===== config.mk =====
export PLATFORM = sky130hd
export DESIGN_NAME = pcie_sdw_completer
export DESIGN_NICKNAME = d
export VERILOG_FILES = /design/src/rtl/sdw_pkg.sv /design/src/rtl/sdw_lower_addr.sv /design/src/rtl/sdw_req_capture.sv /design/src/rtl/sdw_fsm.sv /design/src/rtl/pcie_sdw_completer.sv
export SDC_FILE = /design/constraint.sdc
export NUM_CORES = 1
export LEC_CHECK = 0
export BUFFER_PORTS_ARGS = -buffer_cell sky130_fd_sc_hd__buf_4
export CELL_PAD_IN_SITES_DETAIL_PLACEMENT = 1
export CELL_PAD_IN_SITES_GLOBAL_PLACEMENT = 2
export CORE_MARGIN = 1
export CORE_UTILIZATION = 23
export DETAILED_ROUTE_END_ITERATION = 12
export GPL_TIMING_DRIVEN = 0
export PLACE_DENSITY_LB_ADDON = 0.12
export RECOVER_POWER = 100
export SLEW_MARGIN = 25
export SYNTH_ARGS = -nofsm -noshare
export SYNTH_HDL_FRONTEND = slang
export SYNTH_SLANG_ARGS = --single-unit

===== constraint.sdc =====
create_clock -name clk_i -period 1.6 [get_ports clk_i]
set_input_delay 0.32 -clock clk_i [delete_from_list [all_inputs] [get_ports clk_i]]
set_output_delay 0.32 -clock clk_i [all_outputs]
set_load 0.01 [all_outputs]

===== src/rtl/sdw_pkg.sv =====
package sdw_pkg;
  typedef enum logic [1:0] {
    ST_IDLE,
    ST_BUS,
    ST_RDWAIT,
    ST_CPL
  } sdw_state_e;

  localparam logic [2:0] CPL_SC = 3'b000;
  localparam logic [2:0] CPL_CA = 3'b100;
endpackage


===== src/rtl/sdw_lower_addr.sv =====
module sdw_lower_addr #(
  parameter int BE_W = 4,
  localparam int OFS_W = $clog2(BE_W)
) (
  input  logic [6:OFS_W]   addr_hi_i,
  input  logic [BE_W-1:0]  be_i,
  output logic [6:0]       low_addr_o
);
  logic [OFS_W-1:0] ofs;

  // lowest set lane wins; empty mask maps to lane 0
  always_comb begin
    ofs = '0;
    for (int i = BE_W - 1; i >= 0; i--) begin
      if (be_i[i]) ofs = OFS_W'(i);
    end
  end

  assign low_addr_o = {addr_hi_i, ofs};
endmodule


===== src/rtl/sdw_req_capture.sv =====
module sdw_req_capture
  import sdw_pkg::*;
#(
  parameter int AW       = 32,
  parameter int DW       = 32,
  parameter int TAG_W    = 8,
  parameter int RID_W    = 16,
  parameter int WIN_BITS = 12,
  localparam int BE_W    = DW / 8,
  localparam int OFS_W   = $clog2(BE_W)
) (
  input  logic             clk_i,
  input  logic             rst_ni,
  input  logic             load_i,
  input  logic             oversize_i,
  input  logic [AW-1:0]    addr_i,
  input  logic [BE_W-1:0]  be_i,
  input  logic [TAG_W-1:0] tag_i,
  input  logic [RID_W-1:0] rid_i,
  input  logic [DW-1:0]    wdata_i,
  input  logic [AW-1:0]    win_base_i,
  input  logic             rdata_load_i,
  input  logic [DW-1:0]    rdata_i,
  output logic [AW-1:0]    addr_o,
  output logic [BE_W-1:0]  be_o,
  output logic [DW-1:0]    wdata_o,
  output logic [TAG_W-1:0] tag_o,
  output logic [RID_W-1:0] rid_o,
  output logic [6:0]       low_addr_o,
  output logic [2:0]       status_o,
  output logic [DW-1:0]    rdata_o
);
  localparam logic [AW-1:0] OFS_MASK  = (AW'(1) << WIN_BITS) - AW'(1);
  localparam logic [AW-1:0] LANE_MASK = AW'(BE_W - 1);

  logic [AW-1:0] xlat_addr;
  logic [6:0]    low_addr_d;

  assign xlat_addr = (win_base_i & ~OFS_MASK) | (addr_i & OFS_MASK & ~LANE_MASK);

  sdw_lower_addr #(.BE_W(BE_W)) i_low (
    .addr_hi_i  (addr_i[6:OFS_W]),
    .be_i       (be_i),
    .low_addr_o (low_addr_d)
  );

  always_ff @(posedge clk_i or negedge rst_ni) begin
    if (!rst_ni) begin
      addr_o     <= '0;
      be_o       <= '0;
      wdata_o    <= '0;
      tag_o      <= '0;
      rid_o      <= '0;
      low_addr_o <= '0;
      status_o   <= CPL_SC;
    end else if (load_i) begin
      addr_o     <= xlat_addr;
      be_o       <= be_i;
      wdata_o    <= wdata_i;
      tag_o      <= tag_i;
      rid_o      <= rid_i;
      low_addr_o <= low_addr_d;
      status_o   <= oversize_i ? CPL_CA : CPL_SC;
    end
  end

  // cleared on accept so an abort completion returns zero data
  always_ff @(posedge clk_i or negedge rst_ni) begin
    if (!rst_ni)           rdata_o <= '0;
    else if (load_i)       rdata_o <= '0;
    else if (rdata_load_i) rdata_o <= rdata_i;
  end
endmodule


===== src/rtl/sdw_fsm.sv =====
module sdw_fsm
  import sdw_pkg::*;
(
  input  logic clk_i,
  input  logic rst_ni,
  input  logic req_valid_i,
  input  logic is_write_i,
  input  logic oversize_i,
  input  logic mm_wait_i,
  input  logic mm_rvalid_i,
  input  logic cpl_sent_i,
  output logic ready_o,
  output logic load_o,
  output logic rdata_load_o,
  output logic mm_read_o,
  output logic mm_write_o,
  output logic cpl_valid_o
);
  sdw_state_e state_q, state_d;
  logic       wr_q;

  assign load_o = (state_q == ST_IDLE) && req_valid_i;

  always_comb begin
    state_d = state_q;
    unique case (state_q)
      ST_IDLE: begin
        if (req_valid_i) begin
          if (!oversize_i)     state_d = ST_BUS;
          else if (!is_write_i) state_d = ST_CPL;
        end
      end
      ST_BUS:    if (!mm_wait_i)  state_d = wr_q ? ST_IDLE : ST_RDWAIT;
      ST_RDWAIT: if (mm_rvalid_i) state_d = ST_CPL;
      ST_CPL:    if (cpl_sent_i)  state_d = ST_IDLE;
      default:                    state_d = ST_IDLE;
    endcase
  end

  always_ff @(posedge clk_i or negedge rst_ni) begin
    if (!rst_ni) begin
      state_q <= ST_IDLE;
      wr_q    <= 1'b0;
    end else begin
      state_q <= state_d;
      if (load_o) wr_q <= is_write_i;
    end
  end

  assign ready_o      = (state_q == ST_IDLE);
  assign mm_read_o    = (state_q == ST_BUS) && !wr_q;
  assign mm_write_o   = (state_q == ST_BUS) && wr_q;
  assign cpl_valid_o  = (state_q == ST_CPL);
  assign rdata_load_o = (state_q == ST_RDWAIT) && mm_rvalid_i;
endmodule


===== src/rtl/pcie_sdw_completer.sv =====
module pcie_sdw_completer
  import sdw_pkg::*;
#(
  parameter int AW       = 32,
  parameter int DW       = 32,
  parameter int LEN_W    = 10,
  parameter int TAG_W    = 8,
  parameter int RID_W    = 16,
  parameter int WIN_BITS = 12,
  localparam int BE_W    = DW / 8
) (
  input  logic             clk_i,
  input  logic             rst_ni,
  input  logic             req_valid_i,
  output logic             req_ready_o,
  input  logic             req_is_write_i,
  input  logic [LEN_W-1:0] req_len_i,
  input  logic [AW-1:0]    req_addr_i,
  input  logic [BE_W-1:0]  req_be_i,
  input  logic [TAG_W-1:0] req_tag_i,
  input  logic [RID_W-1:0] req_rid_i,
  input  logic [DW-1:0]    req_wdata_i,
  input  logic [AW-1:0]    win_base_i,
  output logic [AW-1:0]    mm_addr_o,
  output logic             mm_read_o,
  output logic             mm_write_o,
  output logic [BE_W-1:0]  mm_be_o,
  output logic [DW-1:0]    mm_wdata_o,
  input  logic             mm_wait_i,
  input  logic [DW-1:0]    mm_rdata_i,
  input  logic             mm_rvalid_i,
  output logic             cpl_valid_o,
  output logic [2:0]       cpl_status_o,
  output logic [TAG_W-1:0] cpl_tag_o,
  output logic [RID_W-1:0] cpl_rid_o,
  output logic [6:0]       cpl_low_addr_o,
  output logic [DW-1:0]    cpl_data_o,
  input  logic             cpl_sent_i
);
  logic oversize;
  logic load;
  logic rdata_load;

  // length 1 only; 0 encodes 1024 dwords
  assign oversize = (req_len_i != LEN_W'(1));

  sdw_fsm i_fsm (
    .clk_i        (clk_i),
    .rst_ni       (rst_ni),
    .req_valid_i  (req_valid_i),
    .is_write_i   (req_is_write_i),
    .oversize_i   (oversize),
    .mm_wait_i    (mm_wait_i),
    .mm_rvalid_i  (mm_rvalid_i),
    .cpl_sent_i   (cpl_sent_i),
    .ready_o      (req_ready_o),
    .load_o       (load),
    .rdata_load_o (rdata_load),
    .mm_read_o    (mm_read_o),
    .mm_write_o   (mm_write_o),
    .cpl_valid_o  (cpl_valid_o)
  );

  sdw_req_capture #(
    .AW       (AW),
    .DW       (DW),
    .TAG_W    (TAG_W),
    .RID_W    (RID_W),
    .WIN_BITS (WIN_BITS)
  ) i_cap (
    .clk_i        (clk_i),
    .rst_ni       (rst_ni),
    .load_i       (load),
    .oversize_i   (oversize),
    .addr_i       (req_addr_i),
    .be_i         (req_be_i),
    .tag_i        (req_tag_i),
    .rid_i        (req_rid_i),
    .wdata_i      (req_wdata_i),
    .win_base_i   (win_base_i),
    .rdata_load_i (rdata_load),
    .rdata_i      (mm_rdata_i),
    .addr_o       (mm_addr_o),
    .be_o         (mm_be_o),
    .wdata_o      (mm_wdata_o),
    .tag_o        (cpl_tag_o),
    .rid_o        (cpl_rid_o),
    .low_addr_o   (cpl_low_addr_o),
    .status_o     (cpl_status_o),
    .rdata_o      (cpl_data_o)
  );
endmodule


==> results of run 1 <==
-- critical path, stage by stage (launching register included) --
cell and delay (ns):
dfrtp_1 0.42, buf_8 0.15, and3b_1 0.20, buf_4 0.12
-- per-layer routing --
metal	vias to the layer above	wire length (um)	track usage
li1	2187	-	-
met3	10	1210	0.05337
met2	162	8245	0.2582
met1	2161	7315	0.1969
met4	0	155	0.04588
met5	-	0	0
-- state kept, by name, summed over array words and instances (netlist names) --
signal	flops
i_cap.wdata_o	32
i_cap.status_o	1
i_cap.low_addr_o	6
i_fsm.wr_q	1
i_cap.rdata_o	32
i_cap.addr_o	26
i_cap.tag_o	8
i_fsm.state_q	2
i_cap.rid_o	16
i_cap.be_o	4
-- worst max path at each step --
stage	from	endpoint	slack, ns
final	i_fsm.state_q[1]	mm_write_o	-0.009
after global routing	i_fsm.state_q[1]	mm_write_o	-0.07
after global placement	rst_ni	i_cap.rid_o[15]	-0.34
after floorplan	i_fsm.state_q[1]	i_cap.low_addr_o[4]	0.24
after detailed placement	i_fsm.state_q[1]	i_cap.wdata_o[24]	-0.18
after CTS	i_fsm.state_q[1]	mm_write_o	-0.05
-- layout make-up --
class | count | area, um^2 | share of cell area
buffer | 39 | 287.8 | 0.03802
clock buffer | 20 | 456.7 | 0.06034
clock inverter | 12 | 135.1 | 0.01785
inverter | 1 | 3.754 | 0.0004959
multi-input combinational | 340 | 1519 | 0.2007
sequential | 128 | 3203 | 0.4232
tap | 275 | 344.1 | 0.04546
timing repair buffer | 276 | 1619 | 0.2139
-- metrics by stage --
| stage | area (um^2) | hold slack, ns | std cells | setup TNS (ns) | total power, mW |
|---|---|---|---|---|---|
| 2_1_floorplan | 4935 | 0.02441 | 508 | 0 | 8.333 |
| 3_3_place_gp | 7321 | 0.4595 | 1055 | -42.78 | 11.78 |
| 3_5_place_dp | 7356 | 0.2841 | 1056 | -8.582 | 11.99 |
| 4_1_cts | 8000 | 0.07528 | 1091 | -0.06850 | 16.07 |
| 5_1_grt | 7569 | 0.07433 | 1091 | -5.411 | 15.78 |
| 6_report | 7569 | 0.09441 | 1091 | -0.009468 | 14.65 |
-- cell usage after synthesis (all sizes together) --
library cell and count:
and3 2, nand2 275, buf 31, o32ai 1, a311oi 1, and2 1
dfrtp 128, nand2b 1, o41ai 1, a21oi 1, nor2 5, nor4b 1
o21ai 6, conb 1, nor4 1, nor3b 2, and3b 1, a22o 32
a21o 1, clkbuf 8, or3b 1, nor2b 3, inv 1
-- power groups by stage --
stage	registers (mW)	logic [mW]	clock network, mW
3_5_place_dp	5.65	6.34	0
6_report	5.56	5.22	3.86
2_1_floorplan	6.21	2.13	0
5_1_grt	5.78	5.86	4.14
4_1_cts	5.62	6.45	3.99
3_3_place_gp	5.56	6.22	0
-- cells by family after synthesis --
family / Yosys count / synth area share
buffers and inverters: 40 / 0.04422
and+or+nand+nor: 293 / 0.2320
DFF: 128 / 0.6506
AOI/OAI and AO/OA: 43 / 0.07243
other: 1 / 0.0007617
-- repair_timing --
action | CTS | global route
hold buffers | 1 | 0
resized for setup | 9 | 35
endpoints found under the setup margin | 94 | 73
pin swaps | 1 | 1
hold endpoints to repair | 55 | 0
buffers inserted | 2 | 0
==> results_dict.tcl, run 1 <==
set metrics [dict create \
    synth_area_leaders "dfrtp_1, nand2_1, a22o_1, buf_2, buf_4" \
    die_h_um 148.3 \
    clock_latency_ns 0.41 \
    routabilityCongestion 0.7316 \
    crit_path_end_kind "output port" \
    place_ws_ns -0.1789 \
    grt-ovfl-total 0 \
    grt_max_degree 74 \
    setup_violations 1 \
    maxSlewHeadroom 0.4412 \
    first_pass_iters 4 \
    min_period_ns 1.609 \
    cts_max_level 4 \
    dp_hpwl_um 12620 \
    holdPathEnd "i_cap.rid_o[10]" \
    synth-warning-count 0 \
    nets 976 \
    finalCoreUtilization 0.3600 \
    initial_utilization 0.2342 \
    ys_types 26 \
    pwr-share-clk 0.264 \
    cts_buffers 17 \
    worstSetupPathType "reg2out" \
    ys_seq_area_frac 0.6506 \
    syn_to_final_growth_pct 53.72 \
    cts.sinks 128 \
    track_usage 0.1579 \
    antenna_left 0 \
    reg2reg_depth 6 \
    cp.required_ns 1.28 \
    yosys.area.top_type "dfrtp_1" \
    viasPerCell 4.143 \
    pwr-share-seq 0.380 \
    worst_pin_slew_ns 0.8382 \
    holdPathStages 3 \
    switching_share 0.3714 \
    power.density_mw_per_mm2 1935 \
    layout_common_cells "nand2_1, buf_4, clkbuf_1, dfrtp_1, a22o_1" \
    cp.arrival_ns 1.29 \
    io_buffers 272 \
    post-route-period-util 1.006 \
    fillers 2503 \
    switching_power_mw 5.441 \
    synth_top_area_frac 0.6506 \
    rr_endpoint "i_cap.wdata_o[1]" \
    rsz0062_at_grt "true" \
    fp.dieW_um 148.3 \
    violations "negative setup slack" \
    ys_seq_elements 128 \
    hp-start "req_rid_i[10]" \
    setup_ws_ns -0.009468 \
    cp_max_fo 7 \
    skew_ns 0.009709 \
    antenna_found_initial 0 \
    layout_commonest_cell "nand2_1" \
    ir_drop_v 0.0006792 \
    drv_cap 0 \
    num_rows 53 \
    hold_violations 0 \
    comb_power_share 0.357 \
    grt_pass1_wl_um 26540 \
    avgRoutedWirePerCell_um 15.52 \
    clkTransAtPathRegs_ns 0.06 \
    max_freq_mhz 621.3 \
    hold_class "in2reg" \
    drt_iter0_drc 164 \
    die-area_mm2 0.02200 \
    cts_tree "built" \
    netlist_area_mm2 0.004923 \
    core_mm2 0.02102 \
    cts_buffer_depth 2 \
    antenna_cells 0 \
    grt_pass1_vias 4790 \
    r2r_setup_slack_ns 0.06 \
    drv_slew 0 \
    intPower_mw 9.207 \
    r2r-start "i_fsm.state_q[0]" \
    p_leak_nw 3.943 \
    syn_inst 505 \
    vias 4520 \
    drive_gt1_frac 0.2696 \
    status "complete, but fails checks" \
    drc 0 \
    syn_avg_cell_area_um2 9.749 \
    cp-start-kind "register" \
    cts-root-buf "clkbuf_16" \
    routed_wl_um 16930 \
    io_pins 311 \
]
(Power assumes the default switching activity.)
==> run 2, diff against run 1 <==
--- a/config.mk
+++ b/config.mk
@@ -11,7 +11,7 @@
 export CORE_MARGIN = 1
 export CORE_UTILIZATION = 23
 export DETAILED_ROUTE_END_ITERATION = 12
-export GPL_TIMING_DRIVEN = 0
+export MAX_ROUTING_LAYER = met4
 export PLACE_DENSITY_LB_ADDON = 0.12
 export RECOVER_POWER = 100
 export SLEW_MARGIN = 25
==> run 2 against run 1 <==
Against the previous run: the flow now finishes without violations; critical path type unchanged; via count about the same; critical path depth unchanged; design area decreased by 0.78%; worst setup slack improved by 0.017 ns; fmax increased by 1.1%; sequential power about the same; register-to-register slack about the same; power about the same.
==> results_dict.tcl, run 2 (synthesized netlist as in run 1, its figures left out) <==
set metrics [dict create \
    status "completed" \
    grtUsageMet3 0.03742 \
    crit_path_frequent_cell "buf_6" \
    fin_tns_setup_ns 0 \
    finalInstanceArea_mm2 0.007510 \
    largestRegisters "i_cap.rdata_o: 32 flops, i_cap.wdata_o: 32 flops, i_cap.addr_o: 26 flops" \
    grt-ovfl-total 0 \
    cts_max_level 4 \
    worst_pin_slew_ns 0.6103 \
    viasPerCell 4.186 \
    use_met2 0.2526 \
    use_met1 0.1944 \
    skew_ns 0.007552 \
    cp_max_fo 3 \
    setup_violations 0 \
    nets 964 \
    pwr-share-clk 0.265 \
    dp_cells 1037 \
    routabilityCongestion 0.7547 \
    fillers 2511 \
    min_period_ns 1.593 \
    first_pass_iters 4 \
    cts_tree "built" \
    max_freq_mhz 627.9 \
    io_buffers 272 \
    cts.sinks 128 \
    avgRoutedWirePerCell_um 15.75 \
    grt_max_degree 58 \
    drive_gt1_frac 0.2550 \
    antenna_found_initial 0 \
    grt_pass1_wl_um 25720 \
    layout_common_cells "nand2_1, buf_4, clkbuf_1" \
    switching_share 0.3693 \
    worstSetupPathType "reg2out" \
    cp.required_ns 1.28 \
    hold_class "in2reg" \
    crit_path_end_kind "output port" \
    cp.arrival_ns 1.27 \
    finalCoreUtilization 0.3572 \
    grt_pass1_vias 4751 \
    drv_cap 0 \
    vias 4517 \
    crit_chain "buf_6 -> and3b_1 -> buf_6" \
    instances_no_fill 1079 \
    drt_iter0_drc 155 \
    finalPower_mw 14.65 \
    core_mm2 0.02102 \
    clock_latency_ns 0.41 \
    dp_hpwl_um 12180 \
    hold_violations 0 \
    track_usage 0.1572 \
    power.density_mw_per_mm2 1951 \
    num_rows 53 \
    maxSlewHeadroom 0.5931 \
    antenna_cells 0 \
    cts_buffers 17 \
    intPower_mw 9.242 \
    crit_slowest_cell "dfrtp_2" \
    die_h_um 148.3 \
    p_leak_nw 3.883 \
    die-area_mm2 0.02200 \
    clkTransAtPathRegs_ns 0.06 \
    rsz0062_at_grt "true" \
    switching_power_mw 5.410 \
    comb_power_share 0.356 \
    post-route-period-util 0.9954 \
    routed_wl_um 17000 \
    layout_commonest_cell "nand2_1" \
    cp-start-kind "register" \
    ir_drop_v 0.0006205 \
    syn_to_final_growth_pct 52.53 \
    drc 0 \
    cts-root-buf "clkbuf_16" \
    worst_path_largest_cell_delay_ns 0.41 \
    fp.dieW_um 148.3 \
    drv_slew 0 \
    io_pins 311 \
    busiest_layer "met2" \
    placed_area_mm2 0.007366 \
    cts_buffer_depth 2 \
    initial_utilization 0.2342 \
    antenna_left 0 \
    pwr-share-seq 0.379 \
]
==> run 2: final timing paths <==
path                                  start  depth (start not counted)  slack (ns)           endpoint
setup reg to reg           i_fsm.state_q[1]                          5        0.06   i_cap.addr_o[13]
setup / recovery           i_fsm.state_q[1]                          3       0.007         mm_write_o
max in group asynchronous            rst_ni                          3        0.24   i_cap.rdata_o[3]
hold reg to reg            i_cap.wdata_o[6]                          2        0.47   i_cap.wdata_o[6]
hold / removal                req_addr_i[7]                          3         0.1    i_cap.addr_o[7]
min in group asynchronous            rst_ni                          2        0.38  i_cap.wdata_o[13]
==> run 2: timing repair <==
item | CTS | global route
gates cloned | 0 | 2
resized for setup | 4 | 9
endpoints found under the setup margin | 2 | 73
buffers inserted | 2 | 5
hold buffers | 1 | 0
pin swaps | 0 | 2
hold endpoints to repair | 35 | 0
==> run 2: layout make-up <==
type	instances	area, um^2	share of cell area
sequential	128	3204	0.4267
multi-input combinational	341	1543	0.2054
inverter	1	3.754	0.0004998
clock buffer	22	444.2	0.05915
timing repair buffer	302	1834	0.2443
clock inverter	10	136.4	0.01816
tap	275	344.1	0.04582
==> run 2: power by group through the flow <==
stage,logic (mW),clock network (mW),registers (mW)
6_report,5.22,3.88,5.55
5_1_grt,5.82,4.17,5.75
4_1_cts,6.45,4.02,5.62
3_5_place_dp,6.38,0,5.64
3_3_place_gp,6.27,0,5.56
2_1_floorplan,2.13,0,6.21
==> run 2: critical path: cells and delay by family (launching register included) <==
family	cells	cell delay, ns
AND/OR/NAND/NOR	1	0.22
flip-flops	1	0.41
buffers and inverters	2	0.24
==> run 2: per-stage QoR <==
step	setup slack, ns	hold slack, ns
floorplan	0.2396	0.02441
global placement	0.1286	0.2522
detailed placement	0.06767	0.2562
CTS	-0.01221	0.07492
global route	-0.03197	0.08055
finish	0.007369	0.09626
==> run 2: per-layer routing <==
layer | wire length [um] | up-vias
met4 | 171 | 0
met5 | 0 | -
met1 | 7446 | 2178
li1 | - | 2164
met3 | 992 | 12
met2 | 8387 | 163
